`src/rtl/bwc_pkg.sv`:
```
package bwc_pkg;
  typedef enum logic [1:0] {
    CK_NONE  = 2'd0,
    CK_READ  = 2'd1,
    CK_WRITE = 2'd2
  } cyc_kind_t;
endpackage

```
`src/rtl/bwc_decode.sv`:
```
module bwc_decode
  import bwc_pkg::*;
#(
  parameter int NB = 2
) (
  input  logic          gw_n,
  input  logic          bwe_n,
  input  logic [NB-1:0] bsel_n,
  input  logic          start_p,
  input  logic          start_c,
  input  logic          cont,
  output logic [NB-1:0] mask,
  output cyc_kind_t     kind
);
  logic active;
  logic [NB-1:0] raw_mask;

  assign active = start_p | start_c | cont;

  always_comb begin
    if (!gw_n)       raw_mask = '1;
    else if (!bwe_n) raw_mask = ~bsel_n;
    else             raw_mask = '0;
  end

  always_comb begin
    mask = '0;
    kind = CK_NONE;
    if (active) begin
      if (start_p || raw_mask == '0) begin
        kind = CK_READ;
      end else begin
        kind = CK_WRITE;
        mask = raw_mask;
      end
    end
  end
endmodule

```
`src/rtl/bwc_lane_reg.sv`:
```
module bwc_lane_reg
  import bwc_pkg::*;
#(
  parameter int NB     = 2,
  parameter int BYTE_W = 8,
  localparam int DW    = NB * BYTE_W,
  localparam int W     = NB * (BYTE_W + 1)
) (
  input  logic          clk,
  input  logic          rst,
  input  logic [NB-1:0] mask,
  input  cyc_kind_t     kind,
  input  logic [W-1:0]  din,
  output logic [NB-1:0] wr_en,
  output logic [W-1:0]  wr_data,
  output logic          rd_q
);
  always_ff @(posedge clk) begin
    if (rst) rd_q <= 1'b0;
    else     rd_q <= (kind == CK_READ);
  end

  for (genvar b = 0; b < NB; b++) begin : g_lane
    always_ff @(posedge clk) begin
      if (rst) begin
        wr_en[b]                    <= 1'b0;
        wr_data[b*BYTE_W +: BYTE_W] <= '0;
        wr_data[DW + b]             <= 1'b0;
      end else begin
        wr_en[b] <= mask[b];
        if (mask[b]) begin
          wr_data[b*BYTE_W +: BYTE_W] <= din[b*BYTE_W +: BYTE_W];
          wr_data[DW + b]             <= din[DW + b];
        end
      end
    end
  end
endmodule

```
`src/rtl/bwc_dir_ctrl.sv`:
```
module bwc_dir_ctrl
  import bwc_pkg::*;
(
  input  logic      rd_q,
  input  logic      oe_n,
  input  cyc_kind_t kind,
  output logic      bus_oe
);
  assign bus_oe = rd_q & ~oe_n & (kind != CK_WRITE);
endmodule

```
`src/rtl/byte_write_ctrl.sv`:
```
module byte_write_ctrl
  import bwc_pkg::*;
#(
  parameter int NB     = 2,
  parameter int BYTE_W = 8,
  localparam int W     = NB * (BYTE_W + 1)
) (
  input  logic          clk,
  input  logic          rst,
  input  logic          gw_n,
  input  logic          bwe_n,
  input  logic [NB-1:0] bsel_n,
  input  logic          acc_start_p,
  input  logic          acc_start_c,
  input  logic          acc_cont,
  input  logic          oe_n,
  input  logic [W-1:0]  din,
  output logic [NB-1:0] wr_en,
  output logic [W-1:0]  wr_data,
  output logic          bus_oe
);
  logic [NB-1:0] mask;
  cyc_kind_t     kind;
  logic          rd_q;

  bwc_decode #(.NB(NB)) i_decode (
    .gw_n(gw_n), .bwe_n(bwe_n), .bsel_n(bsel_n),
    .start_p(acc_start_p), .start_c(acc_start_c), .cont(acc_cont),
    .mask(mask), .kind(kind)
  );

  bwc_lane_reg #(.NB(NB), .BYTE_W(BYTE_W)) i_lanes (
    .clk(clk), .rst(rst), .mask(mask), .kind(kind), .din(din),
    .wr_en(wr_en), .wr_data(wr_data), .rd_q(rd_q)
  );

  bwc_dir_ctrl i_dir (
    .rd_q(rd_q), .oe_n(oe_n), .kind(kind), .bus_oe(bus_oe)
  );
endmodule

```
`config.mk`:
```
export PLATFORM = sky130hd
export DESIGN_NAME = byte_write_ctrl
export DESIGN_NICKNAME = d
export VERILOG_FILES = /design/src/rtl/bwc_pkg.sv /design/src/rtl/bwc_decode.sv /design/src/rtl/bwc_lane_reg.sv /design/src/rtl/bwc_dir_ctrl.sv /design/src/rtl/byte_write_ctrl.sv
export SDC_FILE = /design/constraint.sdc
export NUM_CORES = 1
export LEC_CHECK = 0
export BUFFER_PORTS_ARGS = -buffer_cell sky130_fd_sc_hd__buf_2
export CORE_MARGIN = 3
export CORE_UTILIZATION = 25
export DETAILED_ROUTE_END_ITERATION = 7
export PLACE_DENSITY_LB_ADDON = 0.08
export SLEW_MARGIN = 20
export SYNTH_ARGS = -nofsm -noshare
export SYNTH_HDL_FRONTEND = slang
export SYNTH_HIERARCHICAL = 1
export SYNTH_SLANG_ARGS = --single-unit
```
`constraint.sdc`:
```
create_clock -name clk -period 1.75 [get_ports clk]
set_input_delay 0.175 -clock clk [delete_from_list [all_inputs] [get_ports clk]]
set_output_delay 0.175 -clock clk [all_outputs]
set_load 0.01 [all_outputs]
```
Word-level counts from Yosys, hierarchy flattened
Cells that the tools add are included.

Eq/ne operators: 2. Multiplexer cells: 6. Bitwise gates (word level): 6. Reductions and logical operators: 2.

Operator list (count): two-way mux 2 bit (6); AND 1 bit (2); == test 2 x 1 -> 1 bit (second input constant) (1); zero test 2 bit (1); inequality test 2 bit (second input constant) (1); inverter 2 bit (1); bitwise OR 1 bit (2); logical OR 1 bit (1); inverter 1 bit (1).

Flip-flop bits (word level): 21. Output and inout bits: 21.

Depth between registers and ports, before layout
Depth after elaboration: 9. Gate-level depth with buffers: 5.

Modules after synthesis
Netlist, hierarchy kept.

Modules (own cells, without submodules): bwc_lane_reg (instances 1, cells an instance 64, area an instance 720.7 sq um); bwc_decode (instances 1, cells an instance 9, area an instance 65.1 sq um); bwc_dir_ctrl (instances 1, cells an instance 2, area an instance 26.3 sq um).

Least setup slack after synthesis
OpenSTA, ideal clock, no wires.

Path kind: input port to flip-flop. Start point: in bwe_n. End point: reg i_lanes.wr_data[15]. Arrival time: 0.902 ns. Required time: 1.633 ns. Slack: 0.731 ns. Cell stages on the path: 5. Path buffers: 1. Cells stage by stage: o21a_1 nor3_1 buf_6 mux2i_1 nor2_1.

Word-level cells in the longest chain between the ends: 6.

Ends and longest elaborated chain: from (decl) (line byte_write_ctrl.sv:11) `input logic bwe_n,`; two-way mux 2 bit (*) (line bwc_decode.sv:22) `else if (!bwe_n) raw_mask = ~bsel_n;`; two-way mux 2 bit (*) (line bwc_decode.sv:21) `if (!gw_n) raw_mask = '1;`; zero test 2 bit (line bwc_decode.sv:30) `if (start_p || raw_mask == '0) begin`; logical OR 1 bit (line bwc_decode.sv:30); two-way mux 2 bit (*) (line bwc_decode.sv:30); two-way mux 2 bit (*) (line bwc_decode.sv:29) `if (active) begin`; named net mask[1] (line byte_write_ctrl.sv:22) `logic [NB-1:0] mask;`; to (signal, indexed assignment) (line bwc_lane_reg.sv:32) `wr_data[b*BYTE_W +: BYTE_W] <= din[b*BYTE_W +: BYTE_W];`; to (signal, indexed assignment) (line bwc_lane_reg.sv:33) `wr_data[DW + b] <= din[DW + b];`; to (decl) (line bwc_lane_reg.sv:15) `output logic [W-1:0] wr_data,`.

Mark *: on every way through the listed nets, which the timed path passes. The rest lies on a longest branch. A chain may end at the register's enable or synchronous reset.

Worst setup path after layout
Start point: in bsel_n[1]. End point: out bus_oe.

Word-level cells in the longest chain between the ends: 9.

Ends and longest elaborated chain: from (decl) (line byte_write_ctrl.sv:12) `input logic [NB-1:0] bsel_n,`; inverter 2 bit (line bwc_decode.sv:22); two-way mux 2 bit (line bwc_decode.sv:22); two-way mux 2 bit (line bwc_decode.sv:21); zero test 2 bit (line bwc_decode.sv:30); logical OR 1 bit (line bwc_decode.sv:30); two-way mux 2 bit (line bwc_decode.sv:30); two-way mux 2 bit (line bwc_decode.sv:29); named net kind[1] (line byte_write_ctrl.sv:23) `cyc_kind_t kind;`; inequality test 2 bit (line bwc_dir_ctrl.sv:9) `assign bus_oe = rd_q & ~oe_n & (kind != CK_WRITE);`; AND 1 bit (line bwc_dir_ctrl.sv:9); to (decl) (line byte_write_ctrl.sv:20) `output logic bus_oe`.

The timed path passes the listed nets, and every way through them passes these cells.

==> results by group <==
Outcome
  – Status: finished clean

Critical path
  – RR Endpoint: i_lanes/wr_data[16]
  – Worst R2R Start: i_lanes/wr_data[16]
  – Worst Setup EP: bus_oe
  – R2R cell count: 2
  – Critical-path top delay cell: a211oi_2
  – Critical-path cell list: buf_2 > a21o_1 > a211oi_2 > nor2b_4 > nor3b_2 > buf_2
  – Critical Path AT: 1.07 ns
  – Crit start category: input port
  – Crit Path Class: input port to primary output
  – Critical Path Sink Type: primary output
  – Crit Path Max Fanout: 2
  – Critical Path Start: bsel_n[1]
  – FF-to-FF setup slack: 1.13 ns
  – Cell repeated most along the worst path: buf_2
  – CP required: around 1.6 ns
  – Critical path's largest stage delay: 0.25 ns

Timing
  – Worst slew margin: 0.739
  – Final period util: 0.709
  – Final Hold Viols: 0
  – RSZ-0062 raised after global routing: no
  – Final setup viols: 0
  – Fin Clk Skew: 0 ns
  – Max Clk Rate: 806 MHz
  – TNS Setup: 0 ns
  – Fin crit period: around 1.2 ns
  – Worst Tran Pin Value: roughly 0.4 ns
  – Max Slew Vio Count: 0
  – Final Worst Setup Slack: 0.509 ns

Global route
  – Initial antenna violation count: 0
  – Largest net degree at the start of global routing: 22
  – Total grt overflow: 0
  – Vias in the first global route: between 600 and 700
  – First-pass GRT wire length: 2.87 mm
  – Total Routing Usage GR: 0.0900

Clock network
  – Clock Latency Late Sink: roughly 0.3 ns
  – CTS Sinks: 21
  – Htree depth: 1
  – Clock tree buffer depth: 2
  – CTS tree: done
  – CTS Hold Bufs: 0
  – Clk pin slew, worst setup/hold paths: 0.12 ns
  – Cts repair resizes: 0
  – CTS Buf Count: 3
  – Setup Buffers After CTS: 0
  – Root Buffer Master: clkbuf_4

Power and ir drop
  – Cell internal pwr: around 0.67 mW
  – Sw Share: 0.252
  – Lkg Pwr: around 0.55 nW
  – PD cells: 797 nW/um^2
  – Power share of the clock group: 0.256
  – Flop pwr share: 0.572
  – Comb pwr share: 0.172
  – Maximum vdd drop: between 0.3 and 0.4 mV
  – Switching power: 0.226 mW

Floorplanning
  – I/O pins: slightly below 50
  – Die area: 3970 um^2
  – Die H: 63.0 um
  – Row count: 20
  – Total core area: just over 3000 um^2
  – Starting density of the core: 0.264
  – Die Width: 63.0 um

Yosys
  – Yosys warns: 6
  – Synth cell types: 14
  – Post-synth top area share: 0.518
  – Syn_area_per_cell: 10.8 um^2
  – Register area share after synthesis: 0.518
  – Post-synth top area cell: dfxtp_1
  – Synthesized cell area: slightly above 800 um^2
  – Cell count after synthesis: 75
  – Ranking of synthesized cells by area: dfxtp_1, mux2i_1, nor2_1, buf_6, o21a_1
  – Syn_nets: 103
  – Synth Register Bits: 21

Route
  – WL/cell: 10.1 um
  – Post-route ant nets: 0
  – DRC: 0
  – 1st-iter DRT viols: 9
  – WL final: 1.71 mm
  – Drt first pass iters: 2
  – Via density: 3.98
  – Vias: 673

Placement
  – PortBufs: 48
  – Placed cell areas: roughly 1100 um^2
  – DP Worst Slack: roughly 0.51 ns
  – Placed insts: roughly 170
  – Hpwl dp: 1.25 mm
  – RD Place Congestion: approximately 0.67

Layout
  – Filler cell count: 332
  – Post-layout nets: 154
  – Layout area overhead: 38.7%
  – Share of cells above drive strength 1: 0.472
  – Commonest non-fill, non-tap cells in the layout: buf_2, dfxtp_1, nor2_1
  – Antenna diodes: 0
  – Final instance area: 1130 um^2
  – Most common cell after layout, fill and taps aside: buf_2
  – Final Util: 0.366
  – Final std cells w/o fill: ~170

Min path
  – Hold WC Path Type: input port to flip-flop

Job
  – MaxCap Viol Count: 0
-- stage by stage --
| step | total power, mW | hold slack [ns] |
|---|---|---|
| 2_1_floorplan | 0.615 | 0.247 |
| 3_3_place_gp | 0.680 | 0.409 |
| 3_5_place_dp | 0.682 | 0.417 |
| 4_1_cts | 0.919 | 0.0912 |
| 5_1_grt | 0.955 | 0.0927 |
| 6_report | 0.898 | 0.101 |
-- cells in the mapped netlist (all sizes together) --
cell type and number:
nor2 19, dfxtp 21, o21a 3, mux2i 18
nor3 2, a21o 2, a211oi 1, nor2b 3
buf 4, nor3b 2
-- area by class of cell --
type / count / area [um^2] / area share
Timing Repair Buffer: 50 / 255 / 0.227
Sequential cell: 21 / 420 / 0.373
Clock buffer: 4 / 26.3 / 0.0233
Tap cell: 44 / 55.1 / 0.0489
Multi-Input combinational cell: 50 / 369 / 0.328
-- worst min-delay path by stage --
| stage | start | to | slack (ns) | cells past startpoint |
|---|---|---|---|---|
| after detailed placement | din[9] | i_lanes/wr_data[9] | 0.42 | 3 |
| after CTS | din[3] | i_lanes/wr_data[3] | 0.09 | 3 |
| final | din[6] | i_lanes/wr_data[6] | 0.10 | 3 |
| after global placement | din[2] | i_lanes/wr_data[2] | 0.41 | 3 |
| after global routing | din[5] | i_lanes/wr_data[5] | 0.09 | 3 |
| after floorplan | rst | i_lanes/wr_en[1] | 0.25 | 1 |
-- registers in the layout (all words and copies together) (netlist names) --
register         cells
i_lanes/rd_q         1
i_lanes/wr_data     18
i_lanes/wr_en        2
-- worst max-delay path: cells and delay by family --
family / cells / cell delay, ns
AOI/OAI and AO/OA: 2 / 0.44
buffers and inverters: 2 / 0.23
and+or+nand+nor: 2 / 0.22
-- metal layers --
layer / track usage / share of wire / vias to the layer above
li1: - / - / 351
met5: 0 / 0 / -
met4: 0.0496 / 0.011 / 0
met3: 0.0234 / 0.078 / 2
met2: 0.149 / 0.46 / 24
met1: 0.105 / 0.45 / 296
-- cells by family (layout without fill, tap and decap cells) --
kind of cell,count (synthesis),in the layout,share of synthesized area
flops,21,21,0.518
compound gates,6,6,0.0632
mux,18,18,0.222
buf+inv,4,54,0.0401
simple gates,26,26,0.157
-- power groups by stage --
stage                     Clock (mW)  Sequential (mW)  Combinational (mW)
after global routing           0.266            0.518               0.171
after CTS                      0.247            0.514               0.158
after floorplan                    0            0.537              0.0775
final                          0.230            0.514               0.154
after global placement             0            0.524               0.156
after detailed placement           0            0.525               0.157
No activity file was read; power rests on OpenSTA's default activity.
